**src/rtl/spi_seg_pkg.sv**
```systemverilog
package spi_seg_pkg;
  localparam int unsigned LEN_W = 9;
  localparam int unsigned CMD_W = 14;

  typedef enum logic [1:0] {
    DIR_NONE = 2'd0,
    DIR_RX   = 2'd1,
    DIR_TX   = 2'd2,
    DIR_TXRX = 2'd3
  } seg_dir_e;

  typedef enum logic [1:0] {
    SPD_STD  = 2'd0,
    SPD_DUAL = 2'd1,
    SPD_QUAD = 2'd2,
    SPD_RSVD = 2'd3
  } seg_spd_e;

  typedef struct packed {
    logic [LEN_W-1:0] len;
    logic             hold;
    seg_dir_e         dir;
  } seg_desc_t;
endpackage

```
**src/rtl/spi_seg_cmd_check.sv**
```systemverilog
module spi_seg_cmd_check
  import spi_seg_pkg::*;
(
  input  logic [CMD_W-1:0] cmd_i,
  output seg_desc_t        desc_o,
  output logic             legal_o
);
  seg_spd_e spd;

  assign spd         = seg_spd_e'(cmd_i[11:10]);
  assign desc_o.len  = cmd_i[LEN_W-1:0];
  assign desc_o.hold = cmd_i[9];
  assign desc_o.dir  = seg_dir_e'(cmd_i[13:12]);

  // multi-lane speeds cannot carry full-duplex traffic
  assign legal_o = (spd != SPD_RSVD) && !((desc_o.dir == DIR_TXRX) && (spd != SPD_STD));
endmodule

```
**src/rtl/spi_seg_fifo.sv**
```systemverilog
module spi_seg_fifo #(
  parameter int unsigned DEPTH = 4,
  parameter int unsigned W     = 12,
  localparam int unsigned AW   = (DEPTH > 1) ? $clog2(DEPTH) : 1,
  localparam int unsigned CW   = $clog2(DEPTH + 1)
) (
  input  logic         clk_i,
  input  logic         rst_ni,
  input  logic         push_i,
  input  logic [W-1:0] wdata_i,
  input  logic         pop_i,
  output logic [W-1:0] rdata_o,
  output logic         full_o,
  output logic         empty_o
);
  logic [W-1:0]  mem_q [DEPTH];
  logic [AW-1:0] wptr_q, rptr_q;
  logic [CW-1:0] cnt_q;

  function automatic logic [AW-1:0] nxt(input logic [AW-1:0] p);
    return (p == AW'(DEPTH - 1)) ? '0 : p + 1'b1;
  endfunction

  assign full_o  = (cnt_q == CW'(DEPTH));
  assign empty_o = (cnt_q == '0);
  assign rdata_o = mem_q[rptr_q];

  always_ff @(posedge clk_i or negedge rst_ni) begin
    if (!rst_ni) begin
      wptr_q <= '0;
      rptr_q <= '0;
      cnt_q  <= '0;
    end else begin
      if (push_i) wptr_q <= nxt(wptr_q);
      if (pop_i)  rptr_q <= nxt(rptr_q);
      unique case ({push_i, pop_i})
        2'b10:   cnt_q <= cnt_q + 1'b1;
        2'b01:   cnt_q <= cnt_q - 1'b1;
        default: cnt_q <= cnt_q;
      endcase
    end
  end

  always_ff @(posedge clk_i) begin
    if (push_i) mem_q[wptr_q] <= wdata_i;
  end

  AST_NO_OVERFLOW: assert property (@(posedge clk_i) disable iff (!rst_ni)
    push_i |-> !full_o);
  AST_NO_UNDERFLOW: assert property (@(posedge clk_i) disable iff (!rst_ni)
    pop_i |-> !empty_o);
endmodule

```
**src/rtl/spi_seg_engine.sv**
```systemverilog
module spi_seg_engine
  import spi_seg_pkg::*;
#(
  parameter int unsigned NUM_CS = 4,
  localparam int unsigned CSW   = (NUM_CS > 1) ? $clog2(NUM_CS) : 1
) (
  input  logic              clk_i,
  input  logic              rst_ni,
  input  logic              run_i,
  input  logic              avail_i,
  input  seg_desc_t         desc_i,
  output logic              pop_o,
  input  logic [CSW-1:0]    csid_i,
  input  logic              tx_empty_i,
  input  logic [7:0]        tx_data_i,
  output logic              tx_pop_o,
  output logic              xfer_o,
  output logic [7:0]        sdo_byte_o,
  input  logic [7:0]        sdi_byte_i,
  output logic              rx_push_o,
  output logic [7:0]        rx_data_o,
  output logic [NUM_CS-1:0] cs_n_o,
  output logic              busy_o
);
  logic             busy_q, hold_q, held_q;
  logic [LEN_W-1:0] cnt_q;
  seg_dir_e         dir_q;
  logic             dir_tx, dir_rx, cs_on;

  assign dir_tx = (dir_q == DIR_TX) || (dir_q == DIR_TXRX);
  assign dir_rx = (dir_q == DIR_RX) || (dir_q == DIR_TXRX);

  assign pop_o  = !busy_q && run_i && avail_i;
  assign busy_o = busy_q;
  assign xfer_o = busy_q && (dir_q != DIR_NONE);

  assign tx_pop_o   = xfer_o && dir_tx && !tx_empty_i;
  assign sdo_byte_o = (dir_tx && !tx_empty_i) ? tx_data_i : 8'h00;
  assign rx_push_o  = xfer_o && dir_rx;
  assign rx_data_o  = sdi_byte_i;

  always_ff @(posedge clk_i or negedge rst_ni) begin
    if (!rst_ni) begin
      busy_q <= 1'b0;
      hold_q <= 1'b0;
      held_q <= 1'b0;
      cnt_q  <= '0;
      dir_q  <= DIR_NONE;
    end else if (pop_o) begin
      busy_q <= 1'b1;
      cnt_q  <= desc_i.len;
      dir_q  <= desc_i.dir;
      hold_q <= desc_i.hold;
    end else if (busy_q) begin
      if (dir_q == DIR_NONE) begin
        busy_q <= 1'b0;
      end else if (cnt_q == '0) begin
        busy_q <= 1'b0;
        held_q <= hold_q;
      end else begin
        cnt_q <= cnt_q - 1'b1;
      end
    end
  end

  assign cs_on = xfer_o || held_q;

  for (genvar g = 0; g < NUM_CS; g++) begin : g_cs
    assign cs_n_o[g] = !(cs_on && (csid_i == CSW'(g)));
  end

  AST_CS_RELEASE: assert property (@(posedge clk_i) disable iff (!rst_ni)
    (xfer_o && (cnt_q == '0) && !hold_q) |=> (&cs_n_o));
  AST_CS_KEEP: assert property (@(posedge clk_i) disable iff (!rst_ni)
    (xfer_o && (cnt_q == '0) && hold_q) |=> !(&cs_n_o));
  AST_ACTIVE_XFER: assert property (@(posedge clk_i) disable iff (!rst_ni)
    (tx_pop_o || rx_push_o) |-> busy_o);
endmodule

```
**src/rtl/spi_seg_seq.sv**
```systemverilog
module spi_seg_seq
  import spi_seg_pkg::*;
#(
  parameter int unsigned NUM_CS    = 4,
  parameter int unsigned CMD_DEPTH = 4,
  localparam int unsigned CSW      = (NUM_CS > 1) ? $clog2(NUM_CS) : 1
) (
  input  logic              clk_i,
  input  logic              rst_ni,
  input  logic              blk_en_i,
  input  logic              out_en_i,
  input  logic              cmd_we_i,
  input  logic [13:0]       cmd_wdata_i,
  input  logic              csid_we_i,
  input  logic [31:0]       csid_wdata_i,
  input  logic [2:0]        err_clr_i,
  input  logic              tx_empty_i,
  input  logic [7:0]        tx_data_i,
  output logic              tx_pop_o,
  output logic              xfer_o,
  output logic [7:0]        sdo_byte_o,
  input  logic [7:0]        sdi_byte_i,
  output logic              rx_push_o,
  output logic [7:0]        rx_data_o,
  output logic [NUM_CS-1:0] cs_n_o,
  output logic              ready_o,
  output logic              active_o,
  output logic              err_cmd_inval_o,
  output logic              err_busy_o,
  output logic              err_csid_o
);
  localparam int unsigned DW = $bits(seg_desc_t);

  seg_desc_t      new_desc, head_desc;
  logic           cmd_ok, q_push, q_pop, q_full, q_empty, run_en, csid_bad;
  logic [CSW-1:0] csid_q;
  logic [DW-1:0]  head_raw;
  logic           inval_q, busy_err_q, csid_err_q;

  spi_seg_cmd_check u_check (
    .cmd_i   (cmd_wdata_i),
    .desc_o  (new_desc),
    .legal_o (cmd_ok)
  );

  assign q_push = cmd_we_i && cmd_ok && !q_full;

  spi_seg_fifo #(.DEPTH(CMD_DEPTH), .W(DW)) u_queue (
    .clk_i   (clk_i),
    .rst_ni  (rst_ni),
    .push_i  (q_push),
    .wdata_i (new_desc),
    .pop_i   (q_pop),
    .rdata_o (head_raw),
    .full_o  (q_full),
    .empty_o (q_empty)
  );

  assign head_desc = head_raw;
  assign run_en    = blk_en_i && out_en_i;

  spi_seg_engine #(.NUM_CS(NUM_CS)) u_engine (
    .clk_i      (clk_i),
    .rst_ni     (rst_ni),
    .run_i      (run_en),
    .avail_i    (!q_empty),
    .desc_i     (head_desc),
    .pop_o      (q_pop),
    .csid_i     (csid_q),
    .tx_empty_i (tx_empty_i),
    .tx_data_i  (tx_data_i),
    .tx_pop_o   (tx_pop_o),
    .xfer_o     (xfer_o),
    .sdo_byte_o (sdo_byte_o),
    .sdi_byte_i (sdi_byte_i),
    .rx_push_o  (rx_push_o),
    .rx_data_o  (rx_data_o),
    .cs_n_o     (cs_n_o),
    .busy_o     (active_o)
  );

  assign csid_bad = csid_wdata_i >= 32'(NUM_CS);

  always_ff @(posedge clk_i or negedge rst_ni) begin
    if (!rst_ni) begin
      csid_q <= '0;
    end else if (csid_we_i && !csid_bad) begin
      csid_q <= csid_wdata_i[CSW-1:0];
    end
  end

  // set has priority over clear
  always_ff @(posedge clk_i or negedge rst_ni) begin
    if (!rst_ni) begin
      inval_q    <= 1'b0;
      busy_err_q <= 1'b0;
      csid_err_q <= 1'b0;
    end else begin
      inval_q    <= (inval_q    && !err_clr_i[0]) || (cmd_we_i && !cmd_ok);
      busy_err_q <= (busy_err_q && !err_clr_i[1]) || (cmd_we_i && cmd_ok && q_full);
      csid_err_q <= (csid_err_q && !err_clr_i[2]) || (csid_we_i && csid_bad);
    end
  end

  assign ready_o         = !q_full;
  assign err_cmd_inval_o = inval_q;
  assign err_busy_o      = busy_err_q;
  assign err_csid_o      = csid_err_q;

  AST_REJECT_FLAG: assert property (@(posedge clk_i) disable iff (!rst_ni)
    (cmd_we_i && !cmd_ok) |=> err_cmd_inval_o);
  AST_REJECT_NOQ: assert property (@(posedge clk_i) disable iff (!rst_ni)
    (cmd_we_i && !cmd_ok) |-> !q_push);
  AST_FULL_DROP: assert property (@(posedge clk_i) disable iff (!rst_ni)
    (cmd_we_i && cmd_ok && !ready_o) |=> err_busy_o);
  AST_RUN_GATE: assert property (@(posedge clk_i) disable iff (!rst_ni)
    q_pop |-> (blk_en_i && out_en_i));
  AST_CSID_KEEP: assert property (@(posedge clk_i) disable iff (!rst_ni)
    (csid_we_i && csid_bad) |=> $stable(csid_q));
  AST_ONE_CS: assert property (@(posedge clk_i) disable iff (!rst_ni)
    $onehot0(~cs_n_o));
endmodule

```
**config.mk**
```make
export PLATFORM = sky130hd
export DESIGN_NAME = spi_seg_seq
export DESIGN_NICKNAME = d
export VERILOG_FILES = /design/src/rtl/spi_seg_pkg.sv /design/src/rtl/spi_seg_cmd_check.sv /design/src/rtl/spi_seg_fifo.sv /design/src/rtl/spi_seg_engine.sv /design/src/rtl/spi_seg_seq.sv
export SDC_FILE = /design/constraint.sdc
export NUM_CORES = 1
export LEC_CHECK = 0
export ABC_AREA = 1
export ABC_CLOCK_PERIOD_IN_PS = 2240
export BUFFER_PORTS_ARGS = -buffer_cell sky130_fd_sc_hd__buf_2
export CAP_MARGIN = 10
export CORE_ASPECT_RATIO = 1.75
export CORE_MARGIN = 2
export CORE_UTILIZATION = 40
export CTS_CLUSTER_DIAMETER = 80
export DETAILED_ROUTE_END_ITERATION = 7
export GPL_TIMING_DRIVEN = 0
export PLACE_DENSITY = 0.67
export RECOVER_POWER = 50
export SETUP_SLACK_MARGIN = 0.1
export SLEW_MARGIN = 25
export SYNTH_ARGS = -nofsm -noshare
export SYNTH_HDL_FRONTEND = slang
export SYNTH_SLANG_ARGS = --single-unit
export TNS_END_PERCENT = 30
```
**constraint.sdc**
```tcl
create_clock -name clk_i -period 2.24 [get_ports clk_i]
set_clock_uncertainty 0.15 [all_clocks]
set_input_delay 0 -clock clk_i [delete_from_list [all_inputs] [get_ports clk_i]]
set_output_delay 0 -clock clk_i [all_outputs]
set_load 0.02 [all_outputs]
```
==> run summary <==
Max Freq -> 0.4855 GHz
Dpl cells -> 606
Crit path launch type -> input pin
Placed cell areas -> 0.004294 mm^2
DR vias/cell -> 4.633
Via count -> 3016
Arrival @ worst endpoint -> 2.12 ns
Share of layout cells above drive strength 1 -> 0.2467
Count of cell types in the netlist -> 33
Die Y -> 130.8 um
Worst hold slack -> 0.04837 ns
Dpl ws -> -0.03348 ns
Switching power total -> 2018 uW
Syn Nets -> 475
# diodes -> 0
Worst Max-Slew Pin Slew -> 1.460 ns
EDFF count, synth -> 48
Drt drc -> 0
CP endpoint -> u_queue.cnt_q[2]
DR WL/cell -> 12.53 um
Setup TNS -> 0 ns
WL final -> 8158 um
Setup ws final -> 0.1804 ns
Total CTS buffers -> 9
Post-Synth XOR/XNOR Area -> 0.004770
Compound-Gate Fraction of Synth Area -> 0.07325
Drt first pass iters -> 4
Initial DRC count -> 85
CTS tree -> built
Post-synthesis simple-gate area fraction -> 0.2375
First-pass GRT wire length -> 13450 um
Max Cap Violations -> 0
Antenna viol nets, final -> 0
GRT overflow -> 0
Predominant post-synthesis flop cell -> edfxtp_1
Synthesis-to-layout area growth -> 31.52%
Fin area -> 0.004830 mm^2
Flop2flop setup slack -> 0.24 ns
Net Sw Frac -> 0.3811
Clock latency at the later pin of the worst-skew pair -> 0.33 ns
P_leak -> 0.002160 uW
Sequential share of the synthesized area -> 0.5697
Post-Synth Adder-Cell Area -> 0.02930
Pins Over Slew Limit -> 0
Synth Cell Area -> 0.003672 mm^2
Critical Path RT -> 2.30 ns
Bufs on Longest Clock Path -> 2
CP endpoint kind -> flop
Largest net degree at the start of global routing -> 27
Starting density of the core -> 0.4090
Syn Inst Count -> 395
Comb pwr share -> 0.381
Final worst path period share -> 0.9195
RSZ-0062 raised after global routing -> false
Reg-to-Reg Start -> u_engine.busy_o
Placer Congestion -> 0.8465
Vias in the first global route -> 2991
Core area -> 0.008979 mm^2
Outcome -> finished, final reports clean
CP max FO -> 5
Die W -> 76.43 um
Largest family of logic cells by synthesized area -> simple AND/OR/NAND/NOR gates
Slew headroom -> 0.02658
Nets -> 606
Mux contribution to synthesized area -> 0
Setup-failing EPs final -> 0
Worst vdd ir -> 0.0006972 V
Reg2reg end -> u_queue.cnt_q[2]
Initial antenna violation count -> 0
Minimum clock period -> 2.060 ns
Final hold vios -> 0
Ys Warns -> 0
Htree depth -> 3
GRT Util Overall -> 0.1720
CTS root buf -> clkbuf_16
Clock-pin slew on the worst setup and hold paths -> 0.06 ns
Final instance count without filler cells -> 651
Worst Hold Class -> input pin to flop
Reg2reg path depth -> 9
Seq pwr share -> 0.374
Clock network power share -> 0.245
WS Path Type -> input pin to flop
# rows -> 46
Asr flop ratio synth -> 0.3514
Mean Syn Cell Area -> 9.297 um^2
CP Launch Point -> cmd_wdata_i[13]
Pint -> 3277 uW
I/O pin count -> 100
Pwr per Cell Area -> 1096 mW/mm^2
Yosys reg bits -> 74
Die area -> 0.009993 mm^2
Port bufs -> 91
Detailed placer's ending HPWL -> 5776 um
Total clock sinks -> 74
## logic make-up after synthesis
kind of cell	count (synthesis)
xor+xnor	2
buf+inv	66
fa+ha+maj	8
simple gates	194
flops	74
compound gates	51
## power groups by stage
stage | Sequential (uW) | Clock, uW | Combinational, uW
5_1_grt | 2010 | 1370 | 2300
4_1_cts | 1980 | 1320 | 2020
3_3_place_gp | 1990 | 0 | 1900
2_1_floorplan | 1970 | 0 | 1450
3_5_place_dp | 2000 | 0 | 1970
6_report | 1980 | 1300 | 2020
## worst min-delay path by stage
stage                  start           endpoint  slack (ns)  cells past startpoint
floorplan             rst_ni          csid_q[0]       -0.45                      0
global placement      rst_ni  u_queue.wptr_q[1]       -0.11                      1
detailed placement    rst_ni  u_queue.wptr_q[1]       -0.11                      1
CTS                 out_en_i    u_engine.busy_o        0.06                      5
global route        out_en_i  u_engine.cnt_q[8]        0.09                      7
finish              out_en_i  u_engine.cnt_q[8]        0.05                      7
## sequential cells by signal, summed over array words and instances, names as in the netlist, 2 cells and up
name	cells
u_queue.wptr_q	2
csid_q	2
u_queue.cnt_q	3
u_engine.dir_q	2
u_queue.mem_q	48
u_engine.cnt_q	9
u_queue.rptr_q	2
## cells in the final DEF, fill, tap and decap left out, drive strengths merged
| cell type | n |
|---|---|
| clkbuf | 36 |
| o22ai | 6 |
| xor2 | 1 |
| clkinv | 4 |
| xnor2 | 1 |
| nor3 | 2 |
| clkinvlp | 2 |
| fa | 1 |
| ha | 7 |
| or2 | 3 |
| nor2 | 74 |
| buf | 87 |
| dlygate4sd3 | 26 |
| nand3 | 29 |
| nand4 | 3 |
| inv | 47 |
| nand2 | 83 |
| o21a | 1 |
| o21ai | 38 |
| edfxtp | 48 |
| a21oi | 6 |
| dfrtp | 26 |
## worst max-delay path, stage by stage
cell and delay (ns):
dlygate4sd3_1 0.52, clkbuf_1 0.20, nand2_1 0.08, o21a_1 0.25, nand3_4 0.08, ha_1 0.14, inv_1 0.07, fa_1 0.38
a21oi_1 0.14, o21ai_0 0.11, xor2_1 0.15
## metal layers
layer,vias up,part of all wire,GRT usage
li1,1538,-,-
met1,1382,0.38,0.1688
met2,82,0.55,0.3342
met3,14,0.046,0.03091
met4,0,0.024,0.1027
met5,-,0,0
## metrics by stage
stage | utilization | total power, uW
2_1_floorplan | - | 3418
3_3_place_gp | 0.4771 | 3892
3_5_place_dp | 0.4783 | 3972
4_1_cts | 0.5369 | 5325
5_1_grt | 0.5379 | 5684
6_report | 0.5379 | 5295
## what timing repair did
item	CTS	global route
hold buffers	26	0
endpoints found under the setup margin	1	1
pin swaps	0	2
hold endpoints to repair	81	0
setup buffers	0	4
resized for setup	0	3
## cell type report
cell class                      instances  area [um^2]
Buffer                                 18        126.4
Tap cell                              120        150.1
Timing Repair Buffer                  121        715.7
Sequential cell                        74         2093
Clock inverter                          6        32.53
Inverter                               47        183.9
Multi-Input combinational cell        255         1289
Fill cell                             830         4149
Clock buffer                           10        239.0
## synth_stat cells, drive strengths merged, types with 2 or more instances
cell    count  share of area
nor3        2         0.0027
nand2      83          0.092
o21ai      38          0.053
nand4       3         0.0092
buf        18          0.036
or2         3         0.0051
o22ai       6          0.010
edfxtp     48           0.39
nor2       74          0.084
a21oi       6         0.0082
ha          7          0.024
inv        47          0.049
nand3      29          0.045
dfrtp      26           0.18
(Power assumes the default switching activity.)
